===== src/rtl/fcrc_pkg.sv =====
// Package fcrc_pkg
// Shared state type and CRC-32 constants for the flash CRC scanner.
// Assumes reflected (LSB-first) CRC-32 processing of whole bytes.
package fcrc_pkg;

    typedef enum logic [1:0] {
        ST_IDLE  = 2'd0,
        ST_FETCH = 2'd1,
        ST_SHIFT = 2'd2,
        ST_GAP   = 2'd3
    } scan_state_t;

    localparam logic [31:0] CRC_POLY   = 32'hEDB88320;
    localparam logic [31:0] CRC_SEED   = 32'hFFFFFFFF;
    localparam logic [31:0] CRC_XOROUT = 32'hFFFFFFFF;

    // Fold one byte into a reflected CRC-32 state.
    function automatic logic [31:0] crc32_byte(input logic [31:0] state,
                                               input logic [7:0]  data);
        logic [31:0] r;
        r = state ^ {24'h0, data};
        for (int i = 0; i < 8; i++) begin
            r = r[0] ? ((r >> 1) ^ CRC_POLY) : (r >> 1);
        end
        return r;
    endfunction

endpackage


===== src/rtl/fcrc_word_fetch.sv =====
// Module fcrc_word_fetch
// Issues one lowest-priority word read per go pulse. The request is held
// until granted, the wait-state count is then spent, and the data word is
// captured and kept in word_q until the next capture.
// Assumes: go arrives only while idle; mem_gnt is high only when the
// arbiter has no higher-priority master.
module fcrc_word_fetch #(
    parameter int WORD_BYTES = 32,
    parameter int WADDR_W    = 11,
    parameter int WS_W       = 4
) (
    input  logic                    clk,
    input  logic                    rst_n,
    input  logic                    go,
    input  logic [WADDR_W-1:0]      go_addr,
    input  logic [WS_W-1:0]         wait_cycles,
    output logic                    mem_req,
    output logic [WADDR_W-1:0]      mem_addr,
    input  logic                    mem_gnt,
    input  logic [WORD_BYTES*8-1:0] mem_rdata,
    output logic                    word_ready,
    output logic [WORD_BYTES*8-1:0] word_q
);

    localparam int WORD_W = WORD_BYTES * 8;

    typedef enum logic [1:0] {F_IDLE, F_REQ, F_WAIT} fetch_phase_t;

    fetch_phase_t        phase;
    logic [WADDR_W-1:0]  addr_q;
    logic [WS_W-1:0]     wait_cnt;

    // Request / wait / capture sequencer for a single word read.
    always_ff @(posedge clk) begin
        if (!rst_n) begin
            phase      <= F_IDLE;
            addr_q     <= '0;
            wait_cnt   <= '0;
            word_ready <= 1'b0;
            word_q     <= '0;
        end else begin
            word_ready <= 1'b0;
            case (phase)
                F_IDLE: begin
                    if (go) begin
                        addr_q <= go_addr;
                        phase  <= F_REQ;
                    end
                end
                F_REQ: begin
                    if (mem_gnt) begin
                        wait_cnt <= wait_cycles;
                        phase    <= F_WAIT;
                    end
                end
                F_WAIT: begin
                    if (wait_cnt == '0) begin
                        word_q     <= WORD_W'(mem_rdata);
                        word_ready <= 1'b1;
                        phase      <= F_IDLE;
                    end else begin
                        wait_cnt <= wait_cnt - 1'b1;
                    end
                end
                default: phase <= F_IDLE;
            endcase
        end
    end

    // Drive the arbiter port from the sequencer state.
    always_comb begin
        mem_req  = (phase == F_REQ);
        mem_addr = addr_q;
    end

    // an ungranted request is kept up with the same address.
    a_r4_req_hold: assert property (@(posedge clk) disable iff (!rst_n)
        (mem_req && !mem_gnt) |=> (mem_req && $stable(mem_addr)));

    // data is never ready in the cycle right after a grant.
    a_r5_no_early_ready: assert property (@(posedge clk) disable iff (!rst_n)
        (mem_req && mem_gnt) |=> !word_ready);

endmodule


===== src/rtl/fcrc_byte_crc.sv =====
// Module fcrc_byte_crc
// Holds the running CRC-32 and folds in one byte per enabled cycle. The
// byte is picked from the captured word by its offset within the word.
// Assumes: init and en are never both relevant (init wins).
module fcrc_byte_crc #(
    parameter int WORD_BYTES = 32
) (
    input  logic                          clk,
    input  logic                          rst_n,
    input  logic                          init,
    input  logic                          en,
    input  logic [WORD_BYTES*8-1:0]       word,
    input  logic [$clog2(WORD_BYTES)-1:0] sel,
    output logic [31:0]                   crc_q,
    output logic [31:0]                   crc_next
);

    import fcrc_pkg::*;

    logic [7:0] cur_byte;

    // Pick the byte at the current offset and compute the next CRC.
    always_comb begin
        cur_byte = word[{sel, 3'b000} +: 8];
        crc_next = crc32_byte(crc_q, cur_byte);
    end

    // Running CRC register: seed on init, advance on enable.
    always_ff @(posedge clk) begin
        if (!rst_n) begin
            crc_q <= CRC_SEED;
        end else if (init) begin
            crc_q <= CRC_SEED;
        end else if (en) begin
            crc_q <= crc_next;
        end
    end

endmodule


===== src/rtl/fcrc_gap_timer.sv =====
// Module fcrc_gap_timer
// Times the pause between passes: a fixed number of bus-cycle overhead
// cycles (only when the period is nonzero), then the period in slow ticks.
// Assumes: tick is a one-cycle enable synchronous to clk.
module fcrc_gap_timer #(
    parameter int PER_W      = 12,
    parameter int OVH_CYCLES = 2
) (
    input  logic             clk,
    input  logic             rst_n,
    input  logic             load,
    input  logic [PER_W-1:0] period,
    input  logic             tick,
    output logic             expired
);

    localparam int OVH_W = $clog2(OVH_CYCLES + 1);

    logic [OVH_W-1:0] ovh_cnt;
    logic [PER_W-1:0] tick_cnt;

    // Gap counters: overhead cycles first, then period ticks.
    always_ff @(posedge clk) begin
        if (!rst_n) begin
            ovh_cnt  <= '0;
            tick_cnt <= '0;
        end else if (load) begin
            ovh_cnt  <= (period != '0) ? OVH_W'(OVH_CYCLES) : '0;
            tick_cnt <= period;
        end else if (ovh_cnt != '0) begin
            ovh_cnt <= ovh_cnt - 1'b1;
        end else if (tick && (tick_cnt != '0)) begin
            tick_cnt <= tick_cnt - 1'b1;
        end
    end

    // The gap is over once both counters have drained.
    always_comb begin
        expired = (ovh_cnt == '0) && (tick_cnt == '0);
    end

    // the period count moves only on a tick after the overhead.
    a_r11_ticks_only: assert property (@(posedge clk) disable iff (!rst_n)
        (!load && (!tick || ovh_cnt != '0)) |=> $stable(tick_cnt));

endmodule


===== src/rtl/fcrc_scanner.sv =====
// Module fcrc_scanner (top)
// Background CRC-32 scanner over a byte-addressed region of a wide memory.
// Launch sequence: sample the configuration, fetch the word that holds the
// first byte, fold in bytes one per clock, fetch the next word at each word
// end, and finish on the last byte. With auto-repeat set it then waits the
// gap and launches again.
// Assumes: the configuration inputs hold steady while a launch is sampled;
// WORD_BYTES is a power of two (16 or 32 in practice).
module fcrc_scanner #(
    parameter int WORD_BYTES = 32,
    parameter int ADDR_W     = 16,
    parameter int LEN_W      = 16,
    parameter int WS_W       = 4,
    parameter int PER_W      = 12
) (
    input  logic                                     clk,
    input  logic                                     rst_n,
    input  logic [ADDR_W-1:0]                        cfg_base,
    input  logic [LEN_W-1:0]                         cfg_len,
    input  logic [WS_W-1:0]                          cfg_wait,
    input  logic [PER_W-1:0]                         cfg_period,
    input  logic                                     cfg_auto,
    input  logic                                     start,
    input  logic                                     per_tick,
    output logic                                     mem_req,
    output logic [ADDR_W-$clog2(WORD_BYTES)-1:0]     mem_addr,
    input  logic                                     mem_gnt,
    input  logic [WORD_BYTES*8-1:0]                  mem_rdata,
    output logic                                     busy,
    output logic                                     done,
    output logic [31:0]                              crc_out
);

    import fcrc_pkg::*;

    localparam int OFS_W   = $clog2(WORD_BYTES);
    localparam int WADDR_W = ADDR_W - OFS_W;
    localparam int WORD_W  = WORD_BYTES * 8;

    scan_state_t         state;
    logic [WADDR_W-1:0]  cur_word;
    logic [OFS_W-1:0]    idx;
    logic [LEN_W-1:0]    remaining;
    logic [WS_W-1:0]     wait_q;
    logic                done_q;
    logic [31:0]         crc_out_q;

    logic                launch;
    logic                last_byte;
    logic                word_end;
    logic                fetch_go;
    logic [WADDR_W-1:0]  fetch_addr;
    logic                pass_end;
    logic                gap_load;
    logic                gap_expired;
    logic                word_ready;
    logic [WORD_W-1:0]   word_q;
    logic [31:0]         crc_q;
    logic [31:0]         crc_next;
    logic [31:0]         result;

    // Control decode for the current cycle.
    always_comb begin
        launch     = ((state == ST_IDLE) && start) ||
                     ((state == ST_GAP) && gap_expired);
        last_byte  = (state == ST_SHIFT) && (remaining == LEN_W'(1));
        word_end   = (state == ST_SHIFT) && (idx == {OFS_W{1'b1}});
        fetch_go   = (launch && (cfg_len != '0)) ||
                     (word_end && !last_byte);
        fetch_addr = launch ? cfg_base[ADDR_W-1:OFS_W]
                            : WADDR_W'(cur_word + 1'b1);
        pass_end   = (launch && (cfg_len == '0)) || last_byte;
        gap_load   = pass_end && cfg_auto;
        result     = last_byte ? (crc_next ^ CRC_XOROUT)
                               : (CRC_SEED ^ CRC_XOROUT);
    end

    // Pass sequencer state.
    always_ff @(posedge clk) begin
        if (!rst_n) begin
            state <= ST_IDLE;
        end else begin
            case (state)
                ST_IDLE, ST_GAP: begin
                    if (launch) begin
                        if (cfg_len == '0) begin
                            state <= cfg_auto ? ST_GAP : ST_IDLE;
                        end else begin
                            state <= ST_FETCH;
                        end
                    end
                end
                ST_FETCH: begin
                    if (word_ready) begin
                        state <= ST_SHIFT;
                    end
                end
                ST_SHIFT: begin
                    if (last_byte) begin
                        state <= cfg_auto ? ST_GAP : ST_IDLE;
                    end else if (word_end) begin
                        state <= ST_FETCH;
                    end
                end
                default: state <= ST_IDLE;
            endcase
        end
    end

    // Message position: word address, byte offset and bytes left.
    always_ff @(posedge clk) begin
        if (!rst_n) begin
            cur_word  <= '0;
            idx       <= '0;
            remaining <= '0;
            wait_q    <= '0;
        end else if (launch) begin
            cur_word  <= cfg_base[ADDR_W-1:OFS_W];
            idx       <= cfg_base[OFS_W-1:0];
            remaining <= cfg_len;
            wait_q    <= cfg_wait;
        end else if (state == ST_SHIFT) begin
            idx       <= idx + 1'b1;
            remaining <= remaining - 1'b1;
            if (word_end) begin
                cur_word <= WADDR_W'(cur_word + 1'b1);
            end
        end
    end

    // Completion pulse and result register.
    always_ff @(posedge clk) begin
        if (!rst_n) begin
            done_q    <= 1'b0;
            crc_out_q <= '0;
        end else begin
            done_q <= pass_end;
            if (pass_end) begin
                crc_out_q <= result;
            end
        end
    end

    // Output drive.
    always_comb begin
        busy    = (state != ST_IDLE);
        done    = done_q;
        crc_out = crc_out_q;
    end

    fcrc_word_fetch #(
        .WORD_BYTES (WORD_BYTES),
        .WADDR_W    (WADDR_W),
        .WS_W       (WS_W)
    ) u_fetch (
        .clk         (clk),
        .rst_n       (rst_n),
        .go          (fetch_go),
        .go_addr     (fetch_addr),
        .wait_cycles (wait_q),
        .mem_req     (mem_req),
        .mem_addr    (mem_addr),
        .mem_gnt     (mem_gnt),
        .mem_rdata   (mem_rdata),
        .word_ready  (word_ready),
        .word_q      (word_q)
    );

    fcrc_byte_crc #(
        .WORD_BYTES (WORD_BYTES)
    ) u_crc (
        .clk      (clk),
        .rst_n    (rst_n),
        .init     (launch),
        .en       (state == ST_SHIFT),
        .word     (word_q),
        .sel      (idx),
        .crc_q    (crc_q),
        .crc_next (crc_next)
    );

    fcrc_gap_timer #(
        .PER_W      (PER_W),
        .OVH_CYCLES (2)
    ) u_gap (
        .clk     (clk),
        .rst_n   (rst_n),
        .load    (gap_load),
        .period  (cfg_period),
        .tick    (per_tick),
        .expired (gap_expired)
    );

    // the completion pulse never lasts two cycles.
    a_r6_done_single: assert property (@(posedge clk) disable iff (!rst_n)
        done |=> !done);

    // the result only moves together with the completion pulse.
    a_r6_crc_hold: assert property (@(posedge clk) disable iff (!rst_n)
        !done |-> $stable(crc_out));

    // an idle engine places no request on the memory port.
    a_r9_idle_no_req: assert property (@(posedge clk) disable iff (!rst_n)
        !busy |-> !mem_req);

    // bytes are only folded while some remain in the message.
    a_r2_shift_nonempty: assert property (@(posedge clk) disable iff (!rst_n)
        (state == ST_SHIFT) |-> (remaining != '0));

endmodule


===== config.mk =====
export PLATFORM = sky130hd
export DESIGN_NAME = fcrc_scanner
export DESIGN_NICKNAME = d
export VERILOG_FILES = /design/src/rtl/fcrc_pkg.sv /design/src/rtl/fcrc_word_fetch.sv /design/src/rtl/fcrc_byte_crc.sv /design/src/rtl/fcrc_gap_timer.sv /design/src/rtl/fcrc_scanner.sv
export SDC_FILE = /design/constraint.sdc
export NUM_CORES = 1
export LEC_CHECK = 0
export ABC_AREA = 1
export BUFFER_PORTS_ARGS = -buffer_cell sky130_fd_sc_hd__buf_2
export CAP_MARGIN = 30
export CORE_ASPECT_RATIO = 1.2
export CORE_MARGIN = 2
export CORE_UTILIZATION = 45
export CTS_BUF_LIST = sky130_fd_sc_hd__clkbuf_4 sky130_fd_sc_hd__clkbuf_8
export CTS_CLUSTER_SIZE = 40
export DETAILED_ROUTE_END_ITERATION = 6
export PLACE_DENSITY = 0.67
export SETUP_SLACK_MARGIN = 0.1
export SLEW_MARGIN = 20
export SYNTH_ARGS = -nofsm -noshare
export SYNTH_HDL_FRONTEND = slang
export SYNTH_SLANG_ARGS = --single-unit

===== constraint.sdc =====
create_clock -name clk -period 3.8 [get_ports clk]
set_input_delay 0.38 -clock clk [delete_from_list [all_inputs] [get_ports clk]]
set_output_delay 0.38 -clock clk [all_outputs]
set_load 0.02 [all_outputs]

==> flow_summary_export.csv, run 1 <==
group,metric,value,unit
clock_network,htreeDepth,3,
sta,hold_viol_final,0,
drt,top_layer,"met5",
critical_path,path_cells,"buf_4 > a21oi_1 > o21ai_0 > nand3_1 > nand3_1 > nand3_1 > nand2_1 > nand2_1 > nand2_1 > nand2_1 > nand2_2 > xor2_1 > nand2_1 > nand3_1 > a21oi_1",
clock_network,clk_path_buf_depth,3,
clock_network,postCtsResizedCells,0,
die,rows,81,
critical_path,cp.arrival,3800,ps
critical_path,critPathMaxFanout,51,
sta,period_share,88.1,%
synth,yosysUniqueCellTypes,44,
critical_path,critical_path_class,"reg2reg",
die,start_util,45.8,%
final_layout,multiInputGateArea,9340,sq um
die,dieArea,43200,sq um
sta,setup_viol,0,
synth,ys_top_cells_by_area,"dfxtp_1, nand2_1, o21ai_0, nor2_1, a21oi_1",
clock_network,clock_latency,640,ps
sta,setup_tns,0,ps
synth,syn_area,18700,sq um
place,post-place-ws,516,ps
synth,async_flop_share,0,%
synth,synthMostInstantiatedCell,"nand2_1",
global_route,grt_max_degree,228,
clock_network,clock_sinks,391,
drt,vias_per_cell,5.27,
sta,period_needed,3350,ps
critical_path,critical_path.slowest_cell,"buf_4",
final_layout,syn_to_final_growth,19.7,%
critical_path,cp_num_buf_inv,1,
final_layout,register_area,7840,sq um
power_and_ir_drop,peakVddDrop,0.360,mV
drt,dr_wl_met2,29000,um
die,num_io_pins,356,
synth,synth_warnings,0,
sta,worst_slack,451,ps
synth,syn_nets,3066,
place,gp_congestion,0.958,
synth,synth-edff-count,0,
sta,rsz0062_at_grt,"no",
critical_path,worstSetupEndpointType,"flop",
global_route,grt-ovfl-total,0,
global_route,antenna_found_initial,16,
power_and_ir_drop,power_density,805,nW/um^2
clock_network,cts_setup_buffers,0,
sta,max_freq,299,MHz
critical_path,slowest_delay,560,ps
sta,maxSlewHeadroom,41.2,%
drt,wl,62600,um
place,dp_hpwl,44000,um
clock_network,cts_tree,"done",
drt,dr.pass1.iters,7,
synth,ys_dominant_reg_cell,"dfxtp_1",
run,max-cap-violations,0,
drt,num_vias,19200,
sta,skew,35.8,ps
sta,final_max_slew_viol_count,0,
run_status,outcome,"complete, no violations",
global_route,grt_usage,28.4,%
drt,wl_met3,4590,um
power_and_ir_drop,power,0.0180,W
clock_network,path_clk_slew,60,ps
place,numPortBuffers,355,
global_route,grt_pass1_wl,97000,um
drt,wl_met1,26800,um
clock_network,cts_buffers,68,
sta,worst_pin_slew,883,ps
drt,ant_nets,0,
final_layout,drive_above_1_share,17.8,%
final_layout,fillers,4057,
synth,synth_top_area_share,41.9,%
die,die_height,227,um
synth,postSynthCellCount,2743,
final_layout,nets,3363,
drt,drt_iter0_drc,1519,
synth,synth_top_cell_by_area,"dfxtp_1",
clock_network,root_buffer,"clkbuf_8",
die,core_area,40800,sq um
critical_path,cp.required,4260,ps
synth,ys_top_cells_by_count,"nand2_1, nor2_1, dfxtp_1",
drt,wl_per_cell,17.2,um
critical_path,cpMostUsedCell,"nand2_1",
drt,drc_errors,0,
global_route,grt_pass1_vias,18200,
hold_path,holdCritPathClass,"in2reg",
die,die_x,190,um
power_and_ir_drop,leakage,9.79,nW
synth,yosysSeqAreaShare,41.9,%
critical_path,critPathTopFamily,"simple AND/OR/NAND/NOR gates",
critical_path,crit_path_start_kind,"flop",
synth,ys_ff_latch,391,
synth,avgSynthCellArea,6.82,sq um
cell type report:
cell class	instances	share of cell area [%]
Multi-Input combinational cell	1971	41.7
Timing Repair Buffer	402	10.1
Tap cell	539	3.01
Clock buffer	113	6.25
Antenna cell	9	0.101
Clock inverter	6	0.302
Sequential cell	391	35.0
Inverter	206	3.48
sequential cells by signal, summed over array words and instances, names as in the netlist:
name                flops
cur_word               11
u_gap.tick_cnt         12
wait_q                  4
crc_out                32
u_fetch.phase           2
done                    1
u_fetch.word_q        256
u_crc.crc_q            32
state                   2
u_fetch.word_ready      1
remaining              16
u_fetch.mem_addr       11
u_fetch.wait_cnt        4
u_gap.ovh_cnt           2
idx                     5
what timing repair did:
| item | CTS | global route |
|---|---|---|
| endpoints found under the hold margin | 18 | 0 |
| hold buffers | 18 | 0 |
| endpoints found under the setup margin | 0 | 0 |
where the power goes:
group	total (W)	internal [W]	switching, W
combinational	0.00852	0.00272	0.00581
clock	0.00415	0.00238	0.00177
sequential	0.00534	0.00484	0.000498
total	0.0180	0.00994	0.00807
routing by layer:
| layer | vias up | global-route usage [%] |
|---|---|---|
| li1 | 9582 | - |
| met1 | 8775 | 35.6 |
| met2 | 663 | 47.1 |
| met3 | 122 | 6.66 |
| met4 | 16 | 11.4 |
| met5 | - | 0 |
worst reg2reg max path, cell delays in order, from the launching register on:
cell and delay, ps:
dfxtp_4 540, buf_4 560, a21oi_1 130, o21ai_0 100, nand3_1 130, nand3_1 170, nand3_1 180, nand2_1 130
nand2_1 60, nand2_1 250, nand2_1 110, nand2_2 180, xor2_1 270, nand2_1 130, nand3_1 170, a21oi_1 80
final timing paths:
check / startpoint / endpoint / slack (ps) / depth (start not counted)
hold / removal: mem_rdata[123] / u_fetch.word_q[123] / 30 / 3
hold reg to reg: u_fetch.word_q[35] / u_fetch.word_q[35] / 450 / 2
setup / recovery: idx[1] / crc_out[27] / 450 / 15
setup reg to reg: idx[1] / crc_out[27] / 450 / 15
cell families (layout without fill, tap and decap cells):
kind of cell	Yosys count	in the layout	share of synthesized area, %
fa+ha+maj	13	13	0.870
other cells	0	9	0
simple gates	1222	1222	26.8
buf+inv	381	727	8.33
flops	391	391	41.9
mux	3	3	0.161
xor+xnor	61	61	2.86
compound gates	672	672	19.2
cells in the final DEF, fill, tap and decap left out, types with 14 or more instances in the layout:
cell	count
dfxtp_1	388
nand3_1	200
o21ai_0	352
a21oi_1	222
buf_4	22
clkbuf_8	88
xor2_1	52
inv_1	196
nand2_1	516
clkbuf_4	25
o211ai_1	45
nor2_1	436
dlygate4sd3_1	18
or2_2	14
buf_2	354
stage by stage:
step                      cell area [sq um]  utilization [%]  hold slack (ps)  cells
after floorplan                       18700                -              420   2743
after global placement                20700             50.7              437   3489
after detailed placement              20700             50.7              437   3489
after CTS                             22300             54.7            0.220   3626
after global routing                  22400             54.8             18.0   3631
final                                 22400             54.8             25.8   3637
Note: power is estimated with default switching activity, not from simulation.
==> run 2, diff against run 1 <==
- ABC_AREA: 1 -> default
==> flow_summary_export.csv, run 2 <==
group,metric,value,unit
critical_path,worstSetupEndpointType,"flop",
global_route,antenna_found_initial,1,
synth,synth_warnings,0,
global_route,grt_util_met1,32.5,%
synth,syn_nets,2444,
final_layout,nets,2801,
critical_path,reg2reg_depth,11,
die,num_io_pins,356,
sta,final_max_slew_viol_count,0,
critical_path,cp.required,4290,ps
critical_path,crit_path_start_kind,"flop",
clock_network,root_buffer,"clkbuf_8",
hold_path,holdCritPathClass,"in2reg",
hold_path,whs_endpoint,"u_fetch.word_q[250]",
synth,ys_top_cells_by_count,"nand2_1, dfxtp_1, a21oi_1",
power_and_ir_drop,leakage,8.44,nW
clock_network,cts_tree,"done",
drt,drt_iter0_drc,1151,
clock_network,clk_path_buf_depth,3,
sta,maxSlewHeadroom,46.8,%
global_route,grt_usage,25.8,%
clock_network,path_clk_slew,60,ps
global_route,grt_max_degree,101,
die,die_height,222,um
drt,dr.pass1.iters,5,
synth,postSynthCellCount,2121,
power_and_ir_drop,power,0.0160,W
critical_path,rrSetupSlack,320,ps
clock_network,htreeDepth,3,
global_route,grt_pass1_vias,15800,
final_layout,final_common_cell,"nand2_1",
synth,ys_ff_latch,391,
synth,synthMostInstantiatedCell,"nand2_1",
global_route,grt_pass1_wl,83300,um
place,dp_hpwl,39600,um
die,start_util,45.7,%
synth,ys_dominant_reg_cell,"dfxtp_1",
clock_network,cts_buffers,67,
run,max-cap-violations,0,
clock_network,clock_latency,600,ps
sta,skew,41.9,ps
critical_path,critical_path_class,"reg2reg",
sta,period_share,91.7,%
clock_network,clock_sinks,391,
synth,syn_area,17700,sq um
critical_path,cp.arrival,3970,ps
sta,hold_viol_final,0,
die,die_x,185,um
drt,num_vias,16200,
sta,period_needed,3480,ps
synth,avgSynthCellArea,8.37,sq um
global_route,met2_usage,42.8,%
final_layout,final_cell_mix,"nand2_1, dfxtp_1, buf_2",
synth,synth-edff-count,0,
sta,setup_viol,0,
final_layout,fillers,3595,
synth,synth_top_cell_by_area,"dfxtp_1",
hold_path,min_path_cells,3,
hold_path,worst_hold_startpoint,"mem_rdata[250]",
die,core_area,38800,sq um
synth,yosysSeqAreaShare,44.1,%
critical_path,critPathMaxFanout,35,
drt,ant_nets,0,
global_route,grt-ovfl-total,0,
run_status,outcome,"complete, no violations",
synth,ys_top_cells_by_area,"dfxtp_1, nand2_1, a21oi_1, mux2i_1, clkbuf_1",
sta,setup_tns,0,ps
synth,async_flop_share,0,%
sta,max_freq,287,MHz
critical_path,worstReg2RegStart,"idx[2]",
global_route,grt_busiest_layer,"met2",
final_layout,top_register,"u_fetch.word_q",
power_and_ir_drop,power_density,736,nW/um^2
drt,wl_per_cell,17.8,um
drt,vias_per_cell,5.30,
global_route,use_met3,4.11,%
final_layout,drive_above_1_share,22.5,%
drt,wl,54300,um
critical_path,rr_endpoint,"u_crc.crc_q[19]",
synth,synth_top_area_share,44.1,%
sta,hold_ws,32.9,ps
sta,worst_pin_slew,798,ps
place,numPortBuffers,355,
synth,yosysUniqueCellTypes,65,
drt,drc_errors,0,
final_layout,final_util,56.1,%
power_and_ir_drop,peakVddDrop,0.727,mV
die,rows,79,
die,dieArea,41000,sq um
final_layout,syn_to_final_growth,22.9,%
sta,rsz0062_at_grt,"no",
final_layout,largest_register_ffs,256,
place,gp_congestion,0.946,
run 2: cell count changes after synthesis, moves of 13 or more:
cell      before  now
a22oi_1        0   40
a21oi_1      222  304
inv_1        198   15
nand2_1      516  601
xnor2_1        9   48
mux2i_1        3  136
o211ai_1      45    3
nand3_1      201   33
xor2_1        52   33
nor2_1       437  109
o21ai_0      352   41
nand2_2       13    0
run 2: layer usage:
layer  wire length, um  share of wire [%]  vias to the layer above
met5                 0                  0                        -
met4              2120                3.9                        0
met3              3170                5.8                      122
met2             26200                 48                      563
met1             22800                 42                     7630
li1                  -                  -                     7900
run 2: area by class of cell:
cell class                      count  area, sq um  area share, %
Antenna cell                        3         7.51         0.0344
Clock buffer                      103         1320           6.04
Clock inverter                     16          148          0.677
Inverter                           17         71.3          0.327
Multi-Input combinational cell   1559         9110           41.8
Sequential cell                   391         7840           35.9
Tap cell                          526          658           3.02
Timing Repair Buffer              442         2650           12.2
run 2: worst max-delay path, cell delays in order, from the launching register on:
cell     delay [ps]
dfxtp_4         550
buf_12          300
buf_4           250
mux2i_1         230
a22oi_1          90
nand3_1         110
nand4_1         220
xor2_2          450
xnor2_4         230
xor2_2          260
xnor3_1         450
a21bo_1         200
run 2: power by group:
group	internal [W]	total, W	switching, W
sequential	0.00459	0.00502	0.000430
clock	0.00236	0.00410	0.00174
combinational	0.00304	0.00692	0.00388
run 2: metrics by stage:
stage / instances / instance area (sq um) / worst slack (ps)
after floorplan: 2121 / 17700 / 728
after global placement: 2887 / 19800 / 385
after detailed placement: 2888 / 19800 / 286
after CTS: 3053 / 21800 / 258
after global routing: 3055 / 21800 / 130
final: 3057 / 21800 / 317
run 2: worst max-delay path by stage:
stage | startpoint | endpoint | slack (ps) | cells after the start
6_report | idx[2] | u_crc.crc_q[19] | 320 | 11
5_1_grt | idx[2] | u_crc.crc_q[19] | 130 | 11
4_1_cts | idx[2] | u_crc.crc_q[19] | 260 | 11
3_5_place_dp | idx[2] | u_crc.crc_q[19] | 290 | 11
3_3_place_gp | idx[0] | u_crc.crc_q[19] | 380 | 10
2_1_floorplan | idx[1] | u_crc.crc_q[19] | 730 | 10
run 2: cell families after synthesis:
group | Yosys count | share of synthesized area (%)
DFF | 391 | 44.1
adders and majority gates | 13 | 0.917
muxes | 153 | 9.45
and+or+nand+nor | 824 | 19.1
AOI/OAI and AO/OA | 466 | 15.0
buffers and inverters | 171 | 4.70
xor gates and xnor gates | 103 | 6.71
run 2: timing repair:
action / in CTS / in global routing
setup endpoints to repair: 0 / 2
buffers inserted: 0 / 0
gates resized for setup: 0 / 1
hold endpoints to repair: 46 / 0
hold buffers: 46 / 0
